$ cat config.mk
export PLATFORM = sky130hd
export DESIGN_NAME = crc_serial_unit
export DESIGN_NICKNAME = d
export VERILOG_FILES = /design/src/rtl/crc_serial_pkg.sv /design/src/rtl/crc_fold.sv /design/src/rtl/crc_emitter.sv /design/src/rtl/crc_serial_unit.sv
export SDC_FILE = /design/constraint.sdc
export NUM_CORES = 1
export LEC_CHECK = 0
export BUFFER_PORTS_ARGS = -buffer_cell sky130_fd_sc_hd__buf_2
export CAP_MARGIN = 15
export CELL_PAD_IN_SITES_DETAIL_PLACEMENT = 0
export CELL_PAD_IN_SITES_GLOBAL_PLACEMENT = 1
export CORE_ASPECT_RATIO = 1.1
export CORE_MARGIN = 2
export CORE_UTILIZATION = 40
export CTS_CLUSTER_DIAMETER = 120
export DETAILED_ROUTE_END_ITERATION = 16
export PLACE_DENSITY_LB_ADDON = 0.1
export SLEW_MARGIN = 15
export SYNTH_ARGS = -nofsm -noshare
export SYNTH_HDL_FRONTEND = slang
export SYNTH_HIERARCHICAL = 1
export SYNTH_SLANG_ARGS = --single-unit
$ cat constraint.sdc
create_clock -name clk -period 3.65 [get_ports clk]
set_clock_uncertainty 0.2 [all_clocks]
set_input_delay 0 -clock clk [delete_from_list [all_inputs] [get_ports clk]]
set_output_delay 0 -clock clk [all_outputs]
set_load 0.02 [all_outputs]
$ cat src/rtl/crc_serial_pkg.sv
package crc_serial_pkg;
  typedef enum logic {
    MODE_GEN   = 1'b0,
    MODE_CHECK = 1'b1
  } crc_mode_t;
endpackage

$ cat src/rtl/crc_fold.sv
// One bit of polynomial division folded into a W-bit remainder.
module crc_fold #(
  parameter int           W    = 4,
  parameter logic [W-1:0] POLY = 4'b0011
) (
  input  logic [W-1:0] cur,
  input  logic         bit_in,
  output logic [W-1:0] nxt
);
  logic fb;
  assign fb = cur[W-1] ^ bit_in;

  for (genvar i = 0; i < W; i++) begin : g_tap
    if (i == 0) begin : g_low
      assign nxt[0] = fb & POLY[0];
    end else begin : g_mid
      assign nxt[i] = cur[i-1] ^ (fb & POLY[i]);
    end
  end
endmodule

$ cat src/rtl/crc_emitter.sv
// Holds a remainder and releases it MSB first, one bit per cycle.
module crc_emitter #(
  parameter int W  = 4,
  localparam int CW = $clog2(W + 1)
) (
  input  logic         clk,
  input  logic         rst,
  input  logic         load,
  input  logic [W-1:0] load_val,
  output logic         busy,
  output logic         bit_out
);
  logic [W-1:0]  sr_q;
  logic [CW-1:0] left_q;

  always_ff @(posedge clk) begin
    if (rst) begin
      sr_q   <= '0;
      left_q <= '0;
    end else if (load) begin
      sr_q   <= load_val;
      left_q <= CW'(W);
    end else if (left_q != '0) begin
      sr_q   <= {sr_q[W-2:0], 1'b0};
      left_q <= left_q - 1'b1;
    end
  end

  assign busy    = (left_q != '0);
  assign bit_out = sr_q[W-1];
endmodule

$ cat src/rtl/crc_serial_unit.sv
module crc_serial_unit #(
  parameter int           W    = 4,
  parameter logic [W-1:0] POLY = 4'b0011,
  parameter logic [W-1:0] INIT = '0
) (
  input  logic         clk,
  input  logic         rst,
  input  logic         mode_check,
  input  logic         in_valid,
  input  logic         in_bit,
  input  logic         sof,
  input  logic         eof,
  output logic         out_valid,
  output logic         out_bit,
  output logic [W-1:0] crc_value,
  output logic         pass_valid,
  output logic         pass
);
  import crc_serial_pkg::*;

  logic [W-1:0] crc_q;
  logic [W-1:0] base;
  logic [W-1:0] nxt;
  crc_mode_t    mode_q;
  crc_mode_t    mode_eff;
  logic         busy;
  logic         emit_bit;
  logic         accept;
  logic         load;

  assign accept   = in_valid && !busy;
  assign base     = (accept && sof) ? INIT : crc_q;
  assign mode_eff = sof ? crc_mode_t'(mode_check) : mode_q;
  assign load     = accept && eof && (mode_eff == MODE_GEN);

  crc_fold #(.W(W), .POLY(POLY)) u_fold (
    .cur    (base),
    .bit_in (in_bit),
    .nxt    (nxt)
  );

  crc_emitter #(.W(W)) u_emit (
    .clk      (clk),
    .rst      (rst),
    .load     (load),
    .load_val (nxt),
    .busy     (busy),
    .bit_out  (emit_bit)
  );

  always_ff @(posedge clk) begin
    if (rst) begin
      crc_q      <= INIT;
      mode_q     <= MODE_GEN;
      out_valid  <= 1'b0;
      out_bit    <= 1'b0;
      pass_valid <= 1'b0;
      pass       <= 1'b0;
    end else begin
      out_valid  <= 1'b0;
      pass_valid <= 1'b0;
      if (accept) begin
        crc_q <= nxt;
        if (sof) mode_q <= crc_mode_t'(mode_check);
        if (mode_eff == MODE_GEN) begin
          out_valid <= 1'b1;
          out_bit   <= in_bit;
        end else if (eof) begin
          pass_valid <= 1'b1;
          pass       <= (nxt == '0);
        end
      end else if (busy) begin
        out_valid <= 1'b1;
        out_bit   <= emit_bit;
      end
    end
  end

  assign crc_value = crc_q;
endmodule

# ---- Word-level counts from Yosys, hierarchy flattened
# Index checks and enable logic that the tools add are counted.
dict set report word_totals {
  mem_count 0
  regBits 16
  wordCells 41
  output_inout_bits 8
  ramBits 0
  romBits 0
  inputBits 7
  latchBits 0
}
dict set report op_classes {
  bitwise 4
  n_reduce_logical 13
  div 0
  magnitude_cmp 0
  add_sub_neg 1
  n_shift 0
  mux 13
  n_mul 0
  eq_ne 1
}
# operator count
set op_table {}
lappend op_table {{4-bit 2-to-1 mux} 3}
lappend op_table {{1-bit 2-to-1 mux} 8}
lappend op_table {{3-bit 2-to-1 mux} 2}
lappend op_table {{1-bit logical AND} 4}
lappend op_table {{4-bit zero test} 1}
lappend op_table {{2-bit nonzero test} 2}
lappend op_table {{3-bit AND reduction} 1}
lappend op_table {{3-bit nonzero test} 1}
lappend op_table {{3-bit OR reduction} 1}
lappend op_table {{3-bit by 1-bit subtractor with 3-bit output (second input constant)} 1}
lappend op_table {{2-bit != test (second input constant)} 1}
lappend op_table {{1-bit NOT} 2}
lappend op_table {{2-bit AND reduction} 1}
lappend op_table {{2-bit OR reduction} 1}
lappend op_table {{1-bit XOR} 2}
lappend op_table {{1-bit zero test} 1}

# ---- Longest topological paths before layout
# Gate-level depths: netlist (run 1).
dict set report depth {
  word_depth 8
  ltp_mapped 12
  depth_no_buf 10
}

# ---- Modules after synthesis
# Netlist (run 1), hierarchy kept.
# mod area_per_inst_um2 seq_area_each_um2 n_inst cells_per_inst
set modules_own_cells {}
lappend modules_own_cells {crc_serial_unit 399.1 180.2 1 40}
lappend modules_own_cells {crc_emitter 369.1 140.1 1 35}
lappend modules_own_cells {crc_fold 55.1 0.0 1 5}

# ---- Worst setup path before layout (run 1)
# Ideal clock, no wire load.
dict set report synth_path {
  path_kind {reg-to-reg}
  from {register u_emit.left_q[1]}
  to {register pass}
  setup_ns 0.070
  synth_period_minus_slack_ns 2.945
  arrival_ns 2.676
  t_required_ns 3.380
  setup_slack_ns 0.705
  path_stages_with_launch 12
  path_buffers 1
  path_cell_list {dfxtp_1 -> inv_1 -> ha_1 -> ha_1 -> buf_6 -> inv_1 -> nand3b_1 -> and2_1 -> xor3_1 -> or4_1 -> or3_1 -> a21oi_1}
}
dict set report synth_via {
  elab_chain_cells 8
  elab_cells_between_ends 9
  cone_classes {mux: 1; bitwise: 2; reduce/logical: 6}
}
# item line
set synth_lines {}
lappend synth_lines {{from (decl)} crc_emitter.sv:14} ;# logic [CW-1:0] left_q;
lappend synth_lines {{from (signal assigned)} crc_emitter.sv:22} ;# left_q <= CW'(W);
lappend synth_lines {{from (signal assigned)} crc_emitter.sv:25} ;# left_q <= left_q - 1'b1;
lappend synth_lines {{3-bit nonzero test} crc_emitter.sv:29} ;# assign busy = (left_q != '0);
lappend synth_lines {{via busy} crc_serial_unit.sv:26} ;# logic busy;
lappend synth_lines {{1-bit zero test} crc_serial_unit.sv:31} ;# assign accept = in_valid && !busy;
lappend synth_lines {{1-bit logical AND} crc_serial_unit.sv:31}
lappend synth_lines {{1-bit logical AND} crc_serial_unit.sv:32} ;# assign base = (accept && sof) ? INIT : crc_q;
lappend synth_lines {{4-bit 2-to-1 mux} crc_serial_unit.sv:32}
lappend synth_lines {{via base[3]} crc_serial_unit.sv:22} ;# logic [W-1:0] base;
lappend synth_lines {{1-bit XOR} crc_fold.sv:11} ;# assign fb = cur[W-1] ^ bit_in;
lappend synth_lines {{1-bit XOR} crc_fold.sv:17} ;# assign nxt[i] = cur[i-1] ^ (fb & POLY[i]);
lappend synth_lines {{via nxt[1]} crc_serial_unit.sv:23} ;# logic [W-1:0] nxt;
lappend synth_lines {{4-bit zero test} crc_serial_unit.sv:70} ;# pass <= (nxt == '0);
lappend synth_lines {{to (signal assigned)} crc_serial_unit.sv:70}
lappend synth_lines {{to (decl)} crc_serial_unit.sv:17} ;# output logic pass
# The timed path passes the listed nets, and every way through them passes these cells.
# A chain may end at the register's enable or synchronous reset.

# ---- Final worst setup path (run 1)
# Same ends and word-level chain as after synthesis.

==> results of run 1 <==
[critical path, delay by kind of cell (launching register included)]
family | cells | cell delay [ns]
and+or+nand+nor | 4 | 1.33
adders and majority gates | 2 | 0.39
buffers and inverters | 2 | 0.24
xor gates and xnor gates | 1 | 0.35
DFF | 1 | 0.39
AOI/OAI and AO/OA | 1 | 0.14
[final cells by class]
| class | count | share of cell area (%) |
|---|---|---|
| clock buffer | 4 | 3.490 |
| timing repair buffer | 27 | 18.77 |
| multi-input combinational | 52 | 41.40 |
| tap | 28 | 3.369 |
| inverter | 6 | 2.166 |
| sequential | 16 | 30.81 |
[stage by stage]
| stage | setup WS (ns) | hold slack [ns] |
|---|---|---|
| after global routing | 0.3711 | 0.3102 |
| final | 0.5419 | 0.2775 |
| after CTS | 0.5743 | 0.2802 |
| after floorplan | 0.7045 | -0.1309 |
| after detailed placement | 0.6092 | 0.08035 |
| after global placement | 0.6729 | 0.06646 |
[power groups by stage]
| stage | sequential (mW) | clock (mW) | combinational [mW] |
|---|---|---|---|
| 5_1_grt | 0.235 | 0.130 | 0.360 |
| 4_1_cts | 0.230 | 0.122 | 0.326 |
| 2_1_floorplan | 0.249 | 0 | 0.245 |
| 6_report | 0.230 | 0.115 | 0.326 |
| 3_3_place_gp | 0.234 | 0 | 0.301 |
| 3_5_place_dp | 0.234 | 0 | 0.306 |
[flip-flops by register name, summed over array words and instances (netlist names)]
register and cells:
pass 1, out_valid 1, mode_q 1, u_emit/left_q 3, crc_value 4, u_emit/sr_q 4
pass_valid 1, out_bit 1
[how the worst min path moves through the flow]
stage	start	to	slack, ns	depth (start not counted)
final	pass	pass	0.28	2
after global routing	pass	pass	0.31	2
after CTS	pass	pass	0.28	2
after detailed placement	mode_check	mode_q	0.08	3
after global placement	mode_check	mode_q	0.07	3
after floorplan	rst	u_emit/left_q[2]	-0.13	1
[cells by family (layout without fill, tap and decap cells)]
logic type | after synthesis | in the layout | share of synthesized area [%]
AO/OA/AOI/OAI | 11 | 11 | 11.25
XOR/XNOR | 3 | 3 | 5.015
adder cells (fa/ha/maj) | 3 | 3 | 4.560
buffers and inverters | 12 | 37 | 8.813
flip-flops | 16 | 16 | 38.91
multiplexers | 11 | 11 | 13.83
AND/OR/NAND/NOR | 24 | 24 | 17.63
[layer usage]
layer / up-vias / track usage [%]
li1: 323 / -
met1: 300 / 18.42
met2: 10 / 23.65
met3: 2 / 2.083
met4: 0 / 6.944
met5: - / 0
[cells in the mapped netlist (2+ instances only)]
cell type   n
nor3_1      2
inv_1       5
dfxtp_1    16
nand3b_1    3
nor2b_1     5
a211oi_1    5
and2_1      4
buf_4       3
mux2i_1    10
nor2_1      5
a21oi_1     3
buf_6       2
xor2_1      2
ha_1        3
==> metrics.md, run 1 <==
| Metric | Value |
|---|---|
| P_int | 0.4336 mW |
| Chip Height | 51.58 um |
| Initial Utilization | a little over two fifths |
| Post-CTS Setup Bufs | 0 |
| Crit-path cells | inv_1 -> ha_1 -> ha_1 -> inv_1 -> nand3b_1 -> and2_1 -> xor3_1 -> or4_1 -> or3_1 -> a21oi_1 |
| Reg-to-reg endpoint | pass |
| Area contributors post-synth | dfxtp_1, mux2i_1, a211oi_1 |
| YS warnings | 6 |
| Peak fanout along the critical path | 6 |
| CTS clk-pin slew, worst paths | roughly 0.10 ns |
| Vias in the first global route | 612 |
| Switch Pwr | ~0.24 mW |
| Met1 WL | 714 um |
| Antenna cells | 0 |
| CP endpoint | pass |
| Comb pwr share | between 40% and 50% |
| Top Ports | 15 |
| Reg area | about 320 sq um |
| Pwr dens | 645.2 mW/mm^2 |
| #FFs+latches synth | 16 |
| Die ar. | 0.002437 sq mm |
| Fin util | ~53% |
| Area added between synthesis and finish | 26.29% |
| Cell taking the most area after synthesis | dfxtp_1 |
| Crit path from | u_emit/left_q[1] |
| Buffer type at the clock tree root | clkbuf_4 |
| Req. time, crit path | 3.67 ns |
| Layout cells sized above 1 | 22.86% |
| Worst setup EP type | register |
| WL final | 1.512 mm |
| Post-synth EDFFs | 0 |
| Synth top area share | 38.91% |
| Crit path DAT | about 3.1 ns |
| Multi-input gate area | approximately 430 sq um |
| Synth Flop Type | dfxtp_1 |
| Worst path slowest cell | or4_1 |
| Synthesized cell area | roughly 820 sq um |
| CTS max path bufs | 2 |
| Seq/Total Area, Yosys | 38.91% |
| Top Metal Used | met4 |
| Post-Syn Instances | 80 |
| Asr flop ratio synth | 0% |
| WS Path Type | register to register |
| Avg Cell Area, Syn | 10.29 sq um |
| WL met2 | between 700 and 800 um |
| Overall Global Routing Usage | 14.62% |
| Fin cells | between 100 and 150 |
| Sw Ratio | 35.36% |
| Fmax | 0.3217 GHz |
| Largest net degree at the start of global routing | 17 |
| First drt pass iteration count | 4 |
| Initial antenna violation count | 0 |
| CTS tree | done |
| Remaining DRCs | 0 |
| Status | finished clean |
| Part of the power in registers | 34.2% |
| Net Count, Synth | 90 |
| Commonest non-fill, non-tap cell in the layout | dfxtp_1 |
| FP Rows | 17 |
| Pins over their slew limit | 0 |
| Total power | 0.6708 mW |
| First-pass GRT wire length | 2.532 mm |
| Hpwl dp | 1.058 mm |
| Worst-Margin Slew | around 0.38 ns |
| Max VDD drop | 0.0003090 V |
| R2r setup slk | about 0.54 ns |
| Most frequent cells in the layout | dfxtp_1, buf_2, dlygate4sd3_1 |
| DRT iter0 DRCs | 10 |
| Max stage delay on crit path | 0.55 ns |
| Hold_buf cts | 11 |
| DR WL/cell | 11.37 um |
| Vias/cell | 4.774 |
| Total number of vias | 635 |
| Clk pwr share | 17.2% |
| Placed cells | 118 |
| Placement Cell Area | between 800 and 900 sq um |
| PortBufs | 14 |
| Final setup fails | 0 |
| Worst r2r src | u_emit/left_q[1] |
| Leakage | about 0.47 nW |
| Fill cell count | ~200 |
| Clock sinks | 16 |
| Tcrit/Tclk final | between 80% and 90% |
| CP Launch Type | register |
| H-tree Lvls | 1 |
| Cell variety after synth | 26 |
| RSZ-0062 raised after global routing | no |
| Latest clock arrival within the worst-skew pair | approximately 0.28 ns |
| Net count, final | 116 |
| Hold Path Class | register to register |
| Setup TNS | 0 ns |
| Design Area, Final | between 0.001 and 0.0015 sq mm |
| Total CTS buffers | 3 |
| Die X-Extent | roughly 47 um |
| Post-CTS resize count | 0 |
| Gp weighted congestion | a little over 0.7 |
| Post-route ant nets | 0 |
| DR WL met3 | 42 um |
| Max-cap violations | 0 |
| Min Tclk post-route | roughly 3.1 ns |
| Gr ovfl total | 0 |
| Fin. Hold Viols | 0 |
| CORE AREA | 0.001978 sq mm |
| Slew headroom | 74.78% |
| R2r worst-path depth | 10 |
No activity file was read; power rests on OpenSTA's default activity.
==> inputs of run 2 (changes only) <==
--- a/config.mk
+++ b/config.mk
@@ -11,10 +11,11 @@
 export CELL_PAD_IN_SITES_GLOBAL_PLACEMENT = 1
 export CORE_ASPECT_RATIO = 1.1
 export CORE_MARGIN = 2
-export CORE_UTILIZATION = 40
+export CORE_UTILIZATION = 25
 export CTS_CLUSTER_DIAMETER = 120
 export DETAILED_ROUTE_END_ITERATION = 16
 export PLACE_DENSITY_LB_ADDON = 0.1
+export RECOVER_POWER = 100
 export SLEW_MARGIN = 15
 export SYNTH_ARGS = -nofsm -noshare
 export SYNTH_HDL_FRONTEND = slang
==> metrics.md, run 2 (synthesis gave the netlist of run 1 again) <==
| Metric | Value |
|---|---|
| Status | finished with violations |
| Violated checks | DRC |
| Reg area | 320.3 sq um |
| Setup TNS | 0 ns |
| First drt pass iteration count | 10 |
| DR WL/cell | 12.63 um |
| Commonest non-fill, non-tap cell in the layout | dfxtp_1 |
| CTS clk-pin slew, worst paths | around 0.1 ns |
| Area added between synthesis and finish | 20.36% |
| CP Launch Type | register |
| First-pass GRT wire length | 2.870 mm |
| Worst path slowest cell | or4_1 |
| Initial Utilization | 26.55% |
| DRT iter0 DRCs | 10 |
| Latest clock arrival within the worst-skew pair | 0.28 ns |
| Hold path cells | 2 |
| Initial antenna violation count | 0 |
| Crit path DAT | approximately 3.1 ns |
| Fin util | 31.96% |
| Fin cells | 137 |
| R2r worst-path depth | 10 |
| Antenna cells | 0 |
| Hpwl dp | 1.223 mm |
| Chip Height | 64.19 um |
| Final setup fails | 0 |
| Min Tclk post-route | between 3 and 4 ns |
| Pwr dens | roughly 600 mW/mm^2 |
| Worst Path Buf+Inv | 2 |
| Final WS setup | approximately 0.57 ns |
| CTS tree | done |
| Top Ports | 15 |
| Worst-Margin Slew | 0.4025 ns |
| Largest net degree at the start of global routing | 17 |
| Hold Path Class | register to register |
| Pins over their slew limit | 0 |
| RSZ-0062 raised after global routing | no |
| Leakage | 0.4184 nW |
| Req. time, crit path | about 3.7 ns |
| Gr ovfl total | 0 |
| Multi-input gate area | just over 400 sq um |
| Layout cells sized above 1 | 11.65% |
| Clock sinks | 16 |
| Worst setup EP type | register |
| Most frequent cells in the layout | dfxtp_1, mux2i_1, dlygate4sd3_1 |
| Peak fanout along the critical path | 6 |
| Net count, final | about 120 |
| Post-CTS resize count | 0 |
| CORE AREA | 0.003100 sq mm |
| Overall Global Routing Usage | roughly a tenth |
| Largest delay share family, worst path | simple AND/OR/NAND/NOR gates |
| Stages on the worst setup path | 10 |
| Fill cell count | between 300 and 400 |
| Crit-path cells | inv_1 -> ha_1 -> ha_1 -> inv_1 -> nand3b_1 -> and2_0 -> xor3_1 -> or4_1 -> or3_1 -> a21oi_1 |
| Total number of vias | 615 |
| Vias in the first global route | 584 |
| R2r setup slk | ~0.57 ns |
| Pre-CTS setup slack | roughly 0.57 ns |
| Fmax | roughly 0.32 GHz |
| PortBufs | 14 |
| Gp weighted congestion | 0.6572 |
| Buffer type at the clock tree root | clkbuf_4 |
| Fin. Hold Viols | 0 |
| Total CTS buffers | 3 |
| Slew headroom | approximately three quarters |
| WS Path Type | register to register |
| Max-cap violations | 0 |
| Placed cells | 124 |
| WL final | 1.730 mm |
| Max VDD drop | 0.0001377 V |
| Die X-Extent | 58.72 um |
| Post-route ant nets | 0 |
| Remaining DRCs | 3 |
| Vias/cell | 4.489 |
| CTS max path bufs | 2 |
| Max stage delay on crit path | 0.56 ns |
| Die ar. | 0.003769 sq mm |
| Tcrit/Tclk final | 84.43% |
| H-tree Lvls | 1 |
| FP Rows | 21 |
-- run 2: cell count changes in the layout (fill, tap and decap cells not counted), sizes merged --
cell         change
clkbuf           +8
buf              -9
dlygate4sd3      -1
-- run 2: per-layer routing --
metal  up-vias  routed length (um)  GRT usage [%]
li1        318                   -              -
met1       284                 867          13.51
met2        11                 776          15.45
met3         2                  67          2.429
met4         0                  19          5.966
met5         -                   0              0
-- run 2: where the power goes --
part / internal, mW / leakage (nW) / switching, mW
combinational: 0.139 / 0.274 / 0.146
clock: 0.0383 / 0.0138 / 0.0584
sequential: 0.210 / 0.131 / 0.0212
-- run 2: through the flow --
stage / hold WS (ns) / power [mW] / instance area, sq um
3_3_place_gp: 0.06735 / 0.5452 / 900.9
6_report: 0.2845 / 0.6129 / 991.0
2_1_floorplan: -0.1309 / 0.4935 / 823.3
4_1_cts: 0.2904 / 0.6658 / 1023
3_5_place_dp: 0.08219 / 0.5441 / 900.9
5_1_grt: 0.3275 / 0.6729 / 991.0
-- run 2: final timing paths --
check | to | from
setup / recovery | pass | u_emit/left_q[1]
hold / removal | pass | pass
setup reg to reg | pass | u_emit/left_q[1]
hold reg to reg | pass | pass
-- run 2: cell type report --
type	instances	area share [%]
sequential	16	32.32
clock buffer	3	2.273
multi-input combinational	52	41.54
inverter	6	2.273
tap	34	4.293
timing repair buffer	26	17.30
-- run 2: repair_timing --
item	in CTS	in global routing
buffers inserted	0	0
endpoints found under the setup margin	0	0
hold buffers	10	0
hold endpoints to repair	16	0
-- run 2: worst min-delay path: stages (launching register included) --
cell     delay [ns]
dfxtp_1        0.32
o21ai_1        0.06
a21oi_1        0.06
